[src/rtl/vec_arb_pkg.sv]
package vec_arb_pkg;
  localparam logic [11:0] OFS_VECTOR  = 12'h030;
  localparam logic [11:0] OFS_DEFAULT = 12'h034;
  localparam logic [11:0] OFS_ADDR_BASE = 12'h100;
  localparam logic [11:0] OFS_CTRL_BASE = 12'h200;

  // word compare of a byte offset
  function automatic logic same_word(input logic [11:0] a, input logic [11:0] b);
    return a[11:2] == b[11:2];
  endfunction

  // offset inside a table of n words starting at base
  function automatic logic in_table(input logic [11:0] a, input logic [11:0] base,
                                    input int unsigned n);
    logic [12:0] lim;
    lim = {1'b0, base} + 13'(4 * n);
    return ({1'b0, a} >= {1'b0, base}) && ({1'b0, a} < lim);
  endfunction
endpackage

[src/rtl/vec_slot_regs.sv]
module vec_slot_regs
  import vec_arb_pkg::*;
#(
  parameter int NSLOT = 16,
  parameter int CW    = 6,
  parameter int AW    = 32,
  localparam int SLW  = $clog2(NSLOT)
) (
  input  logic                       clk,
  input  logic                       rst_n,
  input  logic                       wr_en,
  input  logic [11:0]                wr_addr,
  input  logic [AW-1:0]              wr_data,
  output logic [NSLOT-1:0][AW-1:0]   slot_addr,
  output logic [NSLOT-1:0][CW-1:0]   slot_ctrl,
  output logic [AW-1:0]              dflt_addr
);
  logic addr_region, ctrl_region, dflt_hit;
  logic [SLW-1:0] wr_idx;

  always_comb begin
    addr_region = wr_en && in_table(wr_addr, OFS_ADDR_BASE, NSLOT);
    ctrl_region = wr_en && in_table(wr_addr, OFS_CTRL_BASE, NSLOT);
    dflt_hit    = wr_en && same_word(wr_addr, OFS_DEFAULT);
    wr_idx      = wr_addr[SLW+1:2];
  end

  for (genvar s = 0; s < NSLOT; s++) begin : g_slot
    logic          addr_ce, ctrl_ce;
    logic [AW-1:0] addr_d;
    logic [CW-1:0] ctrl_d;

    always_comb begin
      addr_ce = addr_region && (wr_idx == SLW'(s));
      ctrl_ce = ctrl_region && (wr_idx == SLW'(s));
      addr_d  = addr_ce ? wr_data : slot_addr[s];
      ctrl_d  = ctrl_ce ? wr_data[CW-1:0] : slot_ctrl[s];
    end

    always_ff @(posedge clk or negedge rst_n) begin
      if (!rst_n) begin
        slot_addr[s] <= '0;
        slot_ctrl[s] <= '0;
      end else begin
        slot_addr[s] <= addr_d;
        slot_ctrl[s] <= ctrl_d;
      end
    end
  end

  logic [AW-1:0] dflt_d;
  always_comb dflt_d = dflt_hit ? wr_data : dflt_addr;

  always_ff @(posedge clk or negedge rst_n) begin
    if (!rst_n) dflt_addr <= '0;
    else        dflt_addr <= dflt_d;
  end
endmodule

[src/rtl/vec_prio_masks.sv]
module vec_prio_masks #(
  parameter int NSLOT = 16,
  parameter int NSRC  = 32,
  localparam int SIW  = $clog2(NSRC),
  localparam int CW   = SIW + 1
) (
  input  logic [NSLOT-1:0][CW-1:0]   slot_ctrl,
  output logic [NSLOT+1:0][NSRC-1:0] lvl_mask
);
  logic [NSLOT-1:0][NSRC-1:0] hot;

  assign lvl_mask[0] = '0;

  for (genvar s = 0; s < NSLOT; s++) begin : g_chain
    logic          en;
    logic [SIW-1:0] src;
    assign en  = slot_ctrl[s][SIW];
    assign src = slot_ctrl[s][SIW-1:0];
    assign hot[s] = en ? (NSRC'(1) << src) : '0;
    assign lvl_mask[s+1] = lvl_mask[s] | hot[s];
  end

  assign lvl_mask[NSLOT+1] = '1;
endmodule

[src/rtl/vec_level_stack.sv]
module vec_level_stack #(
  parameter int NSLOT = 16,
  parameter int NSRC  = 32,
  localparam int LVW  = $clog2(NSLOT + 2),
  localparam int IDLE = NSLOT + 1
) (
  input  logic                       clk,
  input  logic                       rst_n,
  input  logic                       ack_en,
  input  logic                       eoi_en,
  input  logic [NSRC-1:0]            src_raw,
  input  logic [NSLOT+1:0][NSRC-1:0] lvl_mask,
  output logic [LVW-1:0]             cur_level,
  output logic [LVW-1:0]             ack_level
);
  logic [IDLE-1:0][LVW-1:0] saved_q, saved_d;
  logic [LVW-1:0]           cur_d;
  logic                     raise;

  // lowest level below the current one whose next-level mask meets the raw word
  always_comb begin
    ack_level = cur_level;
    for (int i = NSLOT; i >= 0; i--) begin
      if ((LVW'(i) < cur_level) && ((src_raw & lvl_mask[i + 1]) != '0))
        ack_level = LVW'(i);
    end
    raise = ack_level < cur_level;
  end

  always_comb begin
    saved_d = saved_q;
    cur_d   = cur_level;
    if (ack_en && raise) begin
      saved_d[ack_level] = cur_level;
      cur_d              = ack_level;
    end else if (eoi_en && (cur_level < LVW'(IDLE))) begin
      cur_d = saved_q[cur_level];
    end
  end

  always_ff @(posedge clk or negedge rst_n) begin
    if (!rst_n) begin
      cur_level <= LVW'(IDLE);
      saved_q   <= '0;
    end else begin
      cur_level <= cur_d;
      saved_q   <= saved_d;
    end
  end
endmodule

[src/rtl/vec_irq_arb.sv]
module vec_irq_arb
  import vec_arb_pkg::*;
#(
  parameter int NSLOT = 16,
  parameter int NSRC  = 32,
  parameter int AW    = 32
) (
  input  logic            clk,
  input  logic            arst_n,
  input  logic            bus_rd,
  input  logic            bus_wr,
  input  logic [11:0]     bus_addr,
  input  logic [AW-1:0]   bus_wdata,
  output logic [AW-1:0]   bus_rdata,
  output logic            rd_valid,
  input  logic [NSRC-1:0] src_raw,
  input  logic [NSRC-1:0] src_masked,
  output logic            irq_out
);
  localparam int SIW  = $clog2(NSRC);
  localparam int CW   = SIW + 1;
  localparam int SLW  = $clog2(NSLOT);
  localparam int LVW  = $clog2(NSLOT + 2);
  localparam int IDLE = NSLOT + 1;

  // reset: asynchronous assert, clocked release
  logic [1:0] rst_sync;
  logic       rst_n;
  always_ff @(posedge clk or negedge arst_n) begin
    if (!arst_n) rst_sync <= '0;
    else         rst_sync <= {rst_sync[0], 1'b1};
  end
  assign rst_n = rst_sync[1];

  logic [NSLOT-1:0][AW-1:0]   slot_addr;
  logic [NSLOT-1:0][CW-1:0]   slot_ctrl;
  logic [AW-1:0]              dflt_addr;
  logic [NSLOT+1:0][NSRC-1:0] lvl_mask;
  logic [LVW-1:0]             cur_level, ack_level;
  logic                       vec_hit, ack_en, eoi_en;

  always_comb begin
    vec_hit = same_word(bus_addr, OFS_VECTOR);
    ack_en  = bus_rd && vec_hit;
    eoi_en  = bus_wr && !bus_rd && vec_hit;
  end

  vec_slot_regs #(.NSLOT(NSLOT), .CW(CW), .AW(AW)) u_regs (
    .clk       (clk),
    .rst_n     (rst_n),
    .wr_en     (bus_wr),
    .wr_addr   (bus_addr),
    .wr_data   (bus_wdata),
    .slot_addr (slot_addr),
    .slot_ctrl (slot_ctrl),
    .dflt_addr (dflt_addr)
  );

  vec_prio_masks #(.NSLOT(NSLOT), .NSRC(NSRC)) u_masks (
    .slot_ctrl (slot_ctrl),
    .lvl_mask  (lvl_mask)
  );

  vec_level_stack #(.NSLOT(NSLOT), .NSRC(NSRC)) u_stack (
    .clk       (clk),
    .rst_n     (rst_n),
    .ack_en    (ack_en),
    .eoi_en    (eoi_en),
    .src_raw   (src_raw),
    .lvl_mask  (lvl_mask),
    .cur_level (cur_level),
    .ack_level (ack_level)
  );

  // read mux
  logic [AW-1:0]  rdata_d;
  logic [SLW-1:0] rd_idx;
  always_comb begin
    rd_idx  = bus_addr[SLW+1:2];
    rdata_d = '0;
    if (in_table(bus_addr, OFS_ADDR_BASE, NSLOT))
      rdata_d = slot_addr[rd_idx];
    else if (in_table(bus_addr, OFS_CTRL_BASE, NSLOT))
      rdata_d = AW'(slot_ctrl[rd_idx]);
    else if (same_word(bus_addr, OFS_DEFAULT))
      rdata_d = dflt_addr;
    else if (vec_hit)
      rdata_d = (ack_level < LVW'(NSLOT)) ? slot_addr[ack_level[SLW-1:0]] : dflt_addr;
  end

  always_ff @(posedge clk or negedge rst_n) begin
    if (!rst_n) begin
      bus_rdata <= '0;
      rd_valid  <= 1'b0;
    end else begin
      rd_valid <= bus_rd;
      if (bus_rd) bus_rdata <= rdata_d;
    end
  end

  // gated request
  logic irq_d;
  always_comb irq_d = (src_masked & lvl_mask[cur_level]) != '0;

  always_ff @(posedge clk or negedge rst_n) begin
    if (!rst_n) irq_out <= 1'b0;
    else        irq_out <= irq_d;
  end
endmodule

[config.mk]
export PLATFORM = sky130hd
export DESIGN_NAME = vec_irq_arb
export DESIGN_NICKNAME = d
export VERILOG_FILES = /design/src/rtl/vec_arb_pkg.sv /design/src/rtl/vec_slot_regs.sv /design/src/rtl/vec_prio_masks.sv /design/src/rtl/vec_level_stack.sv /design/src/rtl/vec_irq_arb.sv
export SDC_FILE = /design/constraint.sdc
export NUM_CORES = 2
export LEC_CHECK = 0
export ABC_CLOCK_PERIOD_IN_PS = 66100
export BUFFER_PORTS_ARGS = -buffer_cell sky130_fd_sc_hd__buf_4
export CAP_MARGIN = 20
export CORE_MARGIN = 2
export CORE_UTILIZATION = 40
export CTS_CLUSTER_DIAMETER = 40
export DETAILED_ROUTE_END_ITERATION = 10
export SKIP_CTS_REPAIR_TIMING = 1
export SLEW_MARGIN = 10
export SYNTH_ARGS = -nofsm -noshare
export SYNTH_HDL_FRONTEND = slang
export SYNTH_SLANG_ARGS = --single-unit
export TNS_END_PERCENT = 5
[constraint.sdc]
create_clock -name clk -period 66.1 [get_ports clk]
set_input_delay 3.305 -clock clk [delete_from_list [all_inputs] [get_ports clk]]
set_output_delay 3.305 -clock clk [all_outputs]
set_load 0.01 [all_outputs]
==> impl_summary.log <==
[metrics] Core Rows: 135
[metrics] maximum frequency from static timing analysis: 107 MHz
[metrics] worst reg2reg setup slack: 57.11 ns
[metrics] power density over cell area: 20.2 mW/mm^2
[metrics] CTS tree: built
[metrics] Core ar.: 0.136 mm^2
[metrics] clock insertion delay at the later pin of the skew report: 0.71 ns
[metrics] WL/cell: 43.0 um
[metrics] max_cap viols: 0
[metrics] kind of critical path: input port to flop
[metrics] global-route wire length before repair: 428000 um
[metrics] critical path arrival: 9.95 ns
[metrics] Worst Path Max Fanout: 35
[metrics] total of endpoints with negative setup slack in the final report: 0
[metrics] final routed DRC violation total: 0
[metrics] beginning of the worst register-to-register path: u_regs.slot_ctrl[13]
[metrics] number of synthesized flops with an enable pin: 0
[metrics] sum of negative setup slack: 0 ns
[metrics] period utilization: 0.141
[metrics] H-tree levels: 3
[metrics] syn_nets: 5631
[metrics] count of filler cells inserted in the layout: ~13000
[metrics] post-synth design cell area: 0.0547 mm^2
[metrics] leakage power: 0.0264 uW
[metrics] cell accounting for the most synthesized area: sky130_fd_sc_hd__dfrtp_1
[metrics] Mapped Cells: 5515
[metrics] type of origin of the critical path: input port
[metrics] shortest clock period the worst path allows after layout: 9.31 ns
[metrics] part of the Yosys area used for sequential elements: 0.350
[metrics] worst hold path cell count: 0
[metrics] required time of the critical path: 66.74 ns
[metrics] initial core utilization: 0.403
[metrics] Placed Instances: 7112
[metrics] final layout net count: between 5000 and 6000
[metrics] Antenna Nets Post-Route: 0
[metrics] share of Yosys cell area claimed by the top area cell type: 0.350
[metrics] worst hold-check path type: flop to flop
[metrics] Hold Path Origin: rst_sync[0]
[metrics] total of buffers placed on input and output ports: ~140
[metrics] area added between synthesis and finish: 12.2%
[metrics] Worst-path clk slew: 0.06 ns
[metrics] most used cells in the layout excluding fill and tap cells: sky130_fd_sc_hd__dfrtp_1 (760), sky130_fd_sc_hd__mux2_2 (694), sky130_fd_sc_hd__nor2_1 (450)
[metrics] setup repair after global routing missed its margin: no
[metrics] worst setup slack after layout: 56.79 ns
[metrics] clock skew after layout: ~0.036 ns
[metrics] number of register bits inferred by synthesis: 766
[metrics] die footprint: 0.140 mm^2
[metrics] antenna violations before repair: 19
[metrics] most frequent standard cell in the layout excluding fill and tap cells: sky130_fd_sc_hd__dfrtp_1
[metrics] die height: 374 um
[metrics] final global-route overflow total: 0
[metrics] HPWL Detailed: 221000 um
[metrics] category of the worst setup path capture point: flop
[metrics] fraction of final layout cells with drive strength greater than 1: 0.291
[metrics] main area contributors after synthesis: sky130_fd_sc_hd__dfrtp_1 (35%), sky130_fd_sc_hd__mux2_2 (14%), sky130_fd_sc_hd__mux4_2 (8.6%)
[metrics] total via count after detailed routing: 53814
[metrics] final-report max-slew violation count: 0
[metrics] slew margin rel.: 0.0447
[metrics] post-detailed-route via-to-cell ratio: 7.37
[metrics] detailed-routing iteration count for the pre-antenna-repair pass: 9
[metrics] buffer levels on the longest clock path: 3
[metrics] routed length on met2: 135000 um
[metrics] total CTS buffers: 97
[metrics] Sinks on Clock Net: 766
[metrics] Reg2Reg Capture Point: bus_rdata[24]
[metrics] floorplan die width: 374 um
[metrics] WL met3: 35200 um
[metrics] overall power: 1240 uW
[metrics] initial DRC count: between 8000 and 9000
[metrics] number of cells on the worst reg-to-reg path: 20
[metrics] final standard cell count with taps included and fillers excluded: 7305
[metrics] number of global-route vias before repair: 51484
[metrics] most common flop cell mapped by yosys: sky130_fd_sc_hd__dfrtp_1
[metrics] endpoint with the worst hold slack: rst_sync[1]
[metrics] result of the run: finished, final reports clean
[metrics] transition time at the pin with the least slew margin: 1.41 ns
[metrics] routability congestion estimate from global placement: 1.09
[metrics] number of distinct library cells after synthesis: between 100 and 150
[metrics] aggregate global-route resource usage: 0.436
[metrics] maximum ir drop on the vdd rail: between 0.00002 and 0.000025 V
[metrics] total I/O pin count: 146
[metrics] Async S/R FF share, synth: 1.00
[metrics] post-placement worst setup slack: 56.38 ns
[metrics] routed wire length: 314000 um
[metrics] Yosys warnings: 0
[metrics] root cell of the clock tree: sky130_fd_sc_hd__clkbuf_16
[metrics] pin count of the biggest net entering global routing: 103
[metrics] final hold violations: 0
[metrics] post-synthesis area per instance: 9.92 um^2
[metrics] highest metal layer used by the detailed router: met5
[metrics] Met1 Routed Length: 119000 um
[metrics] hold slack: 0.358 ns
-- worst max-delay path, stage by stage --
cell	delay, ns
sky130_fd_sc_hd__buf_4	0.28
sky130_fd_sc_hd__inv_1	0.45
sky130_fd_sc_hd__a31oi_1	0.15
sky130_fd_sc_hd__a2111oi_1	0.99
sky130_fd_sc_hd__nand4_1	0.17
sky130_fd_sc_hd__or4_1	0.62
sky130_fd_sc_hd__o21ai_1	0.22
sky130_fd_sc_hd__o2111ai_1	0.62
sky130_fd_sc_hd__a21boi_2	0.30
sky130_fd_sc_hd__buf_4	0.43
sky130_fd_sc_hd__a21o_4	0.45
sky130_fd_sc_hd__buf_4	0.63
sky130_fd_sc_hd__mux2i_1	0.16
sky130_fd_sc_hd__a221o_1	0.37
sky130_fd_sc_hd__a21oi_1	0.13
sky130_fd_sc_hd__a32oi_1	0.10
sky130_fd_sc_hd__o21ai_1	0.33
sky130_fd_sc_hd__o21a_1	0.17
-- synth_stat cells (all sizes together), types with 39 or more instances --
master   count
mux2i      178
nor4        61
mux4       210
o2111ai     40
buf        161
nor2       479
inv         39
o21ai      399
mux2       722
nor3       123
a2111oi     41
o22ai      193
nand3       94
a31oi       57
a22oi       76
clkbuf     388
dfrtp      764
o31ai      100
or3         64
or2         40
nand4       84
a21oi      120
nand4b      48
a221oi      53
nand2b      51
nand2      332
-- per-stage QoR --
step | cell area (um^2) | util
4_1_cts | 61300 | 0.452
2_1_floorplan | 54700 | -
6_report | 61400 | 0.452
5_1_grt | 61300 | 0.452
3_5_place_dp | 57700 | 0.425
3_3_place_gp | 57700 | 0.425
-- power breakdown --
| group | switching (uW) | internal (uW) |
|---|---|---|
| sequential | 10.2 | 477 |
| combinational | 120 | 50.6 |
| clock | 232 | 353 |
-- kinds of logic (layout without fill, tap and decap cells) --
kind of cell,Yosys count,in the layout,synth area share
fa+ha+maj,4,4,0.000915
compound gates,1456,1456,0.182
buf+inv,592,595,0.0447
mux,1110,1110,0.268
simple gates,1586,1586,0.153
flops,766,766,0.350
other cells,1,7,0.0000686
-- final cells by class --
cell class / count / area, um^2 / share of cell area
Clock inverter: 69 / 965 / 0.0157
Sequential cell: 766 / 19200 / 0.313
Inverter: 43 / 161 / 0.00263
Antenna cell: 6 / 15.0 / 0.000245
Clock buffer: 114 / 2610 / 0.0426
Timing Repair Buffer: 369 / 2830 / 0.0462
Multi-Input combinational cell: 4157 / 33400 / 0.544
Tap cell: 1781 / 2230 / 0.0363
-- worst max path at each step --
stage | cells past startpoint | start | to | slack (ns)
6_report | 18 | src_raw[13] | bus_rdata[24] | 56.79
5_1_grt | 18 | src_raw[13] | bus_rdata[15] | 56.96
4_1_cts | 18 | src_raw[13] | bus_rdata[24] | 57.09
3_5_place_dp | 18 | src_raw[13] | bus_rdata[24] | 56.38
3_3_place_gp | 18 | src_raw[13] | bus_rdata[24] | 56.30
2_1_floorplan | 0 | rst_sync[1] | bus_rdata[0] | 43.17
-- state kept, by name, indices dropped and copies added, names as in the netlist --
signal,cells
u_stack.cur_level,5
irq_out,1
bus_rdata,32
rd_valid,1
u_regs.slot_addr,512
rst_sync,2
u_regs.dflt_addr,32
u_regs.slot_ctrl,96
u_stack.saved_q,85
-- metal layers --
layer / global-route usage / up-vias
met3: 0.120 / 1033
met1: 0.554 / 27408
met4: 0.279 / 20
li1: - / 21287
met5: 0 / -
met2: 0.654 / 4066
(Power assumes the default switching activity.)
